[src/rtl/cam_yuv_packer.sv]
`timescale 1ns/1ps
module cam_yuv_packer #(
  parameter int DEPTH = 8
) (
  input  logic        clk,
  input  logic        rst_n,
  input  logic        enable,
  input  logic        interleave,
  input  logic        hsync,
  input  logic        vsync,
  input  logic [7:0]  luma,
  input  logic [7:0]  chroma,
  input  logic        wr_ready,
  output logic        wr_valid,
  output logic [31:0] wr_data,
  output logic [1:0]  wr_tag,
  output logic        frame_irq,
  output logic        overflow
);
  localparam int AW = $clog2(DEPTH);
  localparam int CW = $clog2(DEPTH + 1);

  logic          hs_q, vs_q, pend, irq_q, ovf_q;
  logic [2:0]    px;
  logic [31:0]   y_acc, cb_acc, cr_acc;
  logic [33:0]   mem [DEPTH];
  logic [AW-1:0] wp, rp;
  logic [CW-1:0] cnt, free;
  logic [33:0]   pw [4];
  logic [1:0]    np, nok;

  wire cap   = enable & hsync;
  wire flush = enable & hs_q & ~hsync;
  wire sof   = enable & vsync & ~vs_q;
  wire eof   = enable & ~vsync & vs_q;
  wire pop   = wr_valid & wr_ready;

  wire [31:0] y_ins  = y_acc | ({24'd0, luma} << {px[1:0], 3'b000});
  wire [31:0] c_byte = {24'd0, chroma} << {px[2:1], 3'b000};
  wire [31:0] cb_ins = px[0] ? cb_acc : (cb_acc | c_byte);
  wire [31:0] cr_ins = px[0] ? (cr_acc | c_byte) : cr_acc;
  wire [31:0] i_ins  = y_acc | ({16'd0, luma, chroma} << {px[0], 4'b0000});

  always_comb begin
    pw = '{default: '0};
    np = 2'd0;
    if (!sof) begin
      if (cap && !interleave) begin
        if (px[1:0] == 2'd3) begin pw[np] = {2'd0, y_ins}; np = np + 2'd1; end
        if (px == 3'd7) begin
          pw[np] = {2'd1, cb_ins}; np = np + 2'd1;
          pw[np] = {2'd2, cr_ins}; np = np + 2'd1;
        end
      end else if (cap && interleave) begin
        if (px[0]) begin pw[0] = {2'd3, i_ins}; np = 2'd1; end
      end else if (flush && !interleave) begin
        if (px[1:0] != 2'd0) begin pw[np] = {2'd0, y_acc}; np = np + 2'd1; end
        if (px != 3'd0) begin
          pw[np] = {2'd1, cb_acc}; np = np + 2'd1;
          pw[np] = {2'd2, cr_acc}; np = np + 2'd1;
        end
      end else if (flush && interleave && px[0]) begin
        pw[0] = {2'd3, y_acc}; np = 2'd1;
      end
    end
  end

  assign free = CW'(DEPTH) - cnt;
  assign nok  = (CW'(np) > free) ? free[1:0] : np;

  always_ff @(posedge clk or negedge rst_n) begin
    if (!rst_n) begin
      hs_q <= 1'b0; vs_q <= 1'b0; px <= '0;
      y_acc <= '0; cb_acc <= '0; cr_acc <= '0;
      wp <= '0; rp <= '0; cnt <= '0;
      pend <= 1'b0; irq_q <= 1'b0; ovf_q <= 1'b0;
    end else begin
      hs_q <= hsync;
      vs_q <= vsync;
      if (sof || flush) begin
        px <= '0; y_acc <= '0; cb_acc <= '0; cr_acc <= '0;
      end else if (cap) begin
        px <= px + 3'd1;
        if (interleave) begin
          y_acc <= px[0] ? '0 : i_ins;
        end else begin
          y_acc  <= (px[1:0] == 2'd3) ? '0 : y_ins;
          cb_acc <= (px == 3'd7) ? '0 : cb_ins;
          cr_acc <= (px == 3'd7) ? '0 : cr_ins;
        end
      end
      for (int i = 0; i < 3; i++)
        if (2'(i) < nok) mem[wp + AW'(i)] <= pw[i];
      wp  <= wp + AW'(nok);
      rp  <= rp + AW'(pop);
      cnt <= cnt + CW'(nok) - CW'(pop);
      if (sof) ovf_q <= 1'b0;
      else if (nok != np) ovf_q <= 1'b1;
      irq_q <= 1'b0;
      if (sof) pend <= 1'b0;
      else if (eof) pend <= 1'b1;
      else if (pend && cnt == '0 && np == 2'd0) begin
        pend  <= 1'b0;
        irq_q <= 1'b1;
      end
    end
  end

  assign wr_valid  = (cnt != '0);
  assign wr_data   = mem[rp][31:0];
  assign wr_tag    = mem[rp][33:32];
  assign frame_irq = irq_q;
  assign overflow  = ovf_q;

  AST_HOLD_WORD: assert property (@(posedge clk) disable iff (!rst_n)
    wr_valid && !wr_ready |=> wr_valid && $stable(wr_data) && $stable(wr_tag));
  AST_NO_OVERFLOW: assert property (@(posedge clk) disable iff (!rst_n)
    cnt <= CW'(DEPTH));
  AST_IRQ_PULSE: assert property (@(posedge clk) disable iff (!rst_n)
    frame_irq |=> !frame_irq);
  AST_IRQ_DRAINED: assert property (@(posedge clk) disable iff (!rst_n)
    frame_irq |-> !wr_valid);
  AST_OVF_CLEARED: assert property (@(posedge clk) disable iff (!rst_n)
    sof |=> !overflow);
  AST_QUIET_OFF: assert property (@(posedge clk) disable iff (!rst_n)
    !enable |-> np == 2'd0);
endmodule

[config.mk]
export PLATFORM = sky130hd
export DESIGN_NAME = cam_yuv_packer
export DESIGN_NICKNAME = d
export VERILOG_FILES = /design/src/rtl/cam_yuv_packer.sv
export SDC_FILE = /design/constraint.sdc
export NUM_CORES = 1
export LEC_CHECK = 0
export BUFFER_PORTS_ARGS = -buffer_cell sky130_fd_sc_hd__clkbuf_2
export CAP_MARGIN = 20
export CORE_ASPECT_RATIO = 2
export CORE_MARGIN = 2
export CORE_UTILIZATION = 44
export DETAILED_ROUTE_END_ITERATION = 12
export PLACE_DENSITY = 0.63
export SLEW_MARGIN = 5
export SYNTH_ARGS = -nofsm -noshare
export SYNTH_HDL_FRONTEND = slang
export SYNTH_SLANG_ARGS = --single-unit
[constraint.sdc]
create_clock -name clk -period 10 [get_ports clk]
set_input_delay 1.5 -clock clk [delete_from_list [all_inputs] [get_ports clk]]
set_output_delay 1.5 -clock clk [all_outputs]
set_load 0.005 [all_outputs]
==> flow_metrics.py <==
metrics = {
    "die": {
        "core_mm2": 0.0554,
        "start_util_pct": 44.5,
        "row_count": 122,
        "die_area_mm2": 0.0581,
        "die_h_um": 339,
        "die_x_um": 171,
        "io_pins": 60,
    },
    "synthesis": {
        "synth-seq-area-share_pct": 44.7,
        "synthArstFlopShare_pct": 29.5,
        "synth_cell_types": 76,
        "yosys.area.top_type": "edfxtp_1",
        "synth_area_mm2": 0.0247,
        "synth_common_cells": "520 x mux2i_1, 272 x edfxtp_1, 171 x a21oi_1",
        "avgSynthCellArea_um2": 11.7,
        "netlist.area_leader.share_pct": 33.1,
        "yosysWarningCount": 0,
        "ys_ff_latch": 386,
        "synth-edff-count": 272,
        "synthCells": 2099,
        "ys.flop_type": "edfxtp_1",
        "synth_nets": 2139,
        "yosys-top-cells-area": "edfxtp_1 33%, mux2i_1 21%, dfrtp_1 12%",
        "synth_most_common_cell": "mux2i_1",
    },
    "sta": {
        "final.min_clock_period_ns": 6.27,
        "fin_ws_ns": 3.73,
        "worst_pin_slew_ns": 1.12,
        "hold_viol": 0,
        "rsz0062_at_grt": "false",
        "relSlewSlack_pct": 25.1,
        "fmax_mhz": 160,
        "finalCritPeriodShare_pct": 62.7,
        "setup_tns_ns": 0,
        "setup_viol_count_final": 0,
        "drv_slew": 0,
        "fin_worst_skew_ns": 0.0227,
    },
    "drt": {
        "ant_nets": 0,
        "drt-initial-drc-count": 2014,
        "drc": 0,
        "dr.pass1.iters": 6,
        "post_drt_wl_per_cell_um": 29.6,
        "wirelength_um": 84200,
        "vias": 18902,
        "vias_per_cell": 6.64,
    },
    "cts": {
        "clock-sinks": 386,
        "cts_buffers": 36,
        "cts_setup_buffers": 0,
        "cts-root-buf": "clkbuf_16",
        "post_cts_resized": 0,
        "clk_latency_ns": 0.57,
        "cts_tree": "built",
        "cts_max_level": 2,
        "hold_buffers": 0,
        "clk_pin_slew_ns": 0.07,
        "max-clock-path-buffers": 3,
    },
    "critical_path": {
        "crit_family": "compound AO/OA/AOI/OAI gates",
        "cp.arrival_ns": 6.46,
        "cp.required_ns": 10.19,
        "crit_chain": "ha_2 -> ha_1 -> nand2_1 -> a21boi_1 -> nor2_1 -> ha_1 -> nand2_1 -> o211a_1 -> nand3_1 -> a21oi_4 -> buf_4 -> inv_1 -> o211ai_1 -> buf_4",
        "start_kind": "flop",
        "crit_path_top_delay_cell": "a21oi_4",
        "ff2ff_path_depth": 14,
        "critical_path_class": "reg -> reg",
        "endpoint_kind": "flop",
        "crit_buf_inv": 3,
        "crit_fanout": 34,
        "rr_startpoint": "px[1]",
        "critical-path-max-stage-delay_ns": 0.99,
        "rrSetupSlack_ns": 3.73,
        "rr_endpoint": "mem[5][20]",
    },
    "layout": {
        "area_growth_pct": 8.45,
        "fin_util_pct": 48.3,
        "fillers": 5022,
        "final-instance-count-excl-fill": 2845,
        "nets": 2116,
        "layout-drive-gt1-share_pct": 16.4,
        "antenna_cells": 0,
    },
    "placement": {
        "routabilityCongestion": 0.932,
        "place_inst": 2776,
        "portBuffers": 59,
        "dp.final_hpwl_um": 55700,
        "pre_cts_ws_ns": 3.45,
    },
    "hold_path": {
        "hold_path_end": "overflow",
        "worstHoldStart": "overflow",
        "min_delay_path_depth": 1,
        "hold_class": "reg -> reg",
    },
    "status": {
        "outcome": "finished clean",
    },
    "global_routing": {
        "track_usage_pct": 29.1,
        "antenna_found_initial": 0,
        "grt_pass1_wl_um": 126000,
        "grt_max_degree": 70,
        "grt_pass1_vias": 19162,
        "grt-ovfl-total": 0,
    },
    "pwr": {
        "vdd_drop_max_v": 0.000121,
        "powerDensity_mw_per_mm2": 185,
        "p_leak_nw": 10.5,
    },
    "job": {
        "drv_cap": 0,
    },
}
-- metal layers --
metal / routed length [um] / track usage, %
met5: 0 / 0
met3: 4620 / 3.63
met4: 6780 / 19.2
met1: 30500 / 33.7
met2: 42300 / 49.8
-- logic make-up after synthesis --
logic type | after synthesis | synth area share [%]
AOI/OAI and AO/OA | 520 | 14.3
xor gates and xnor gates | 13 | 0.462
and+or+nand+nor | 321 | 6.14
buffers and inverters | 210 | 4.16
muxes | 632 | 29.3
adders and majority gates | 17 | 0.923
DFF | 386 | 44.7
-- cells in the final DEF (no fill, tap or decap), types with 13 or more instances in the layout --
| master | Yosys | layout |
|---|---|---|
| a211oi_1 | 15 | 15 |
| o21ai_0 | 58 | 58 |
| mux2_2 | 44 | 44 |
| o22ai_1 | 29 | 28 |
| and2_1 | 25 | 24 |
| dfrtp_1 | 114 | 111 |
| mux4_2 | 68 | 68 |
| a31oi_1 | 19 | 19 |
| a21o_1 | 18 | 18 |
| ha_1 | 15 | 14 |
| a22o_1 | 24 | 24 |
| inv_1 | 17 | 17 |
| a221oi_1 | 26 | 26 |
| mux2i_1 | 520 | 520 |
| nand2_1 | 94 | 94 |
| o2bb2ai_1 | 31 | 31 |
| buf_4 | 18 | 62 |
| nor2_1 | 114 | 111 |
| edfxtp_1 | 272 | 272 |
| nor3_1 | 14 | 14 |
| a22oi_1 | 40 | 40 |
| clkbuf_16 | 0 | 37 |
| nor2b_1 | 15 | 13 |
| nand2b_1 | 13 | 13 |
| clkbuf_2 | 0 | 58 |
| a21oi_1 | 171 | 164 |
-- layout make-up --
type                    count  area (um^2)  share of cell area (%)
multi-input cells        1503        12700                    47.6
flip-flops and latches    386        11000                    41.2
clock buffers              44          972                    3.63
well taps                 744          931                    3.48
repair buffers            129          840                    3.14
clock inverters            19          165                   0.617
inverters                  20         75.1                   0.281
-- power by group --
| group | switching [mW] | internal (mW) | leakage, nW |
|---|---|---|---|
| sequential | 0.168 | 1.87 | 4.02 |
| combinational | 0.821 | 0.672 | 5.92 |
| clock | 0.647 | 0.770 | 0.565 |
| total | 1.64 | 3.31 | 10.5 |
-- per-stage QoR --
step / area, um^2 / hold slack [ns] / power [mW]
2_1_floorplan: 24700 / 0.469 / 3.01
3_3_place_gp: 25500 / 0.477 / 3.54
3_5_place_dp: 25500 / 0.480 / 3.57
4_1_cts: 26700 / 0.494 / 4.97
5_1_grt: 26700 / 0.510 / 5.15
6_report: 26700 / 0.488 / 4.95
-- state kept, by name, summed over array words and instances (netlist names), 3 cells and up --
register  flops
wp            3
rp            3
cr_acc       32
cnt           4
mem         272
px            3
y_acc        32
cb_acc       32
-- worst max-delay path by stage --
stage               startpoint         end  slack [ns]  depth (start not counted)
global placement    interleave  mem[5][20]        3.46                         15
finish                   px[1]  mem[5][20]        3.73                         14
floorplan                vsync   mem[3][0]        4.56                         13
global route             px[1]  mem[5][20]        3.43                         14
CTS                      px[1]  mem[5][20]        3.85                         14
detailed placement  interleave  mem[5][23]        3.45                         15
-- worst register-to-register path, cell delays in order (launching register included) --
cell and delay, ns:
dfrtp_1 0.78, ha_2 0.59, ha_1 0.45, nand2_1 0.11
a21boi_1 0.19, nor2_1 0.32, ha_1 0.31, nand2_1 0.09
o211a_1 0.26, nand3_1 0.60, a21oi_4 1.00, buf_4 0.51
inv_1 0.10, o211ai_1 0.09, buf_4 0.48
No activity file was read; power rests on OpenSTA's default activity.
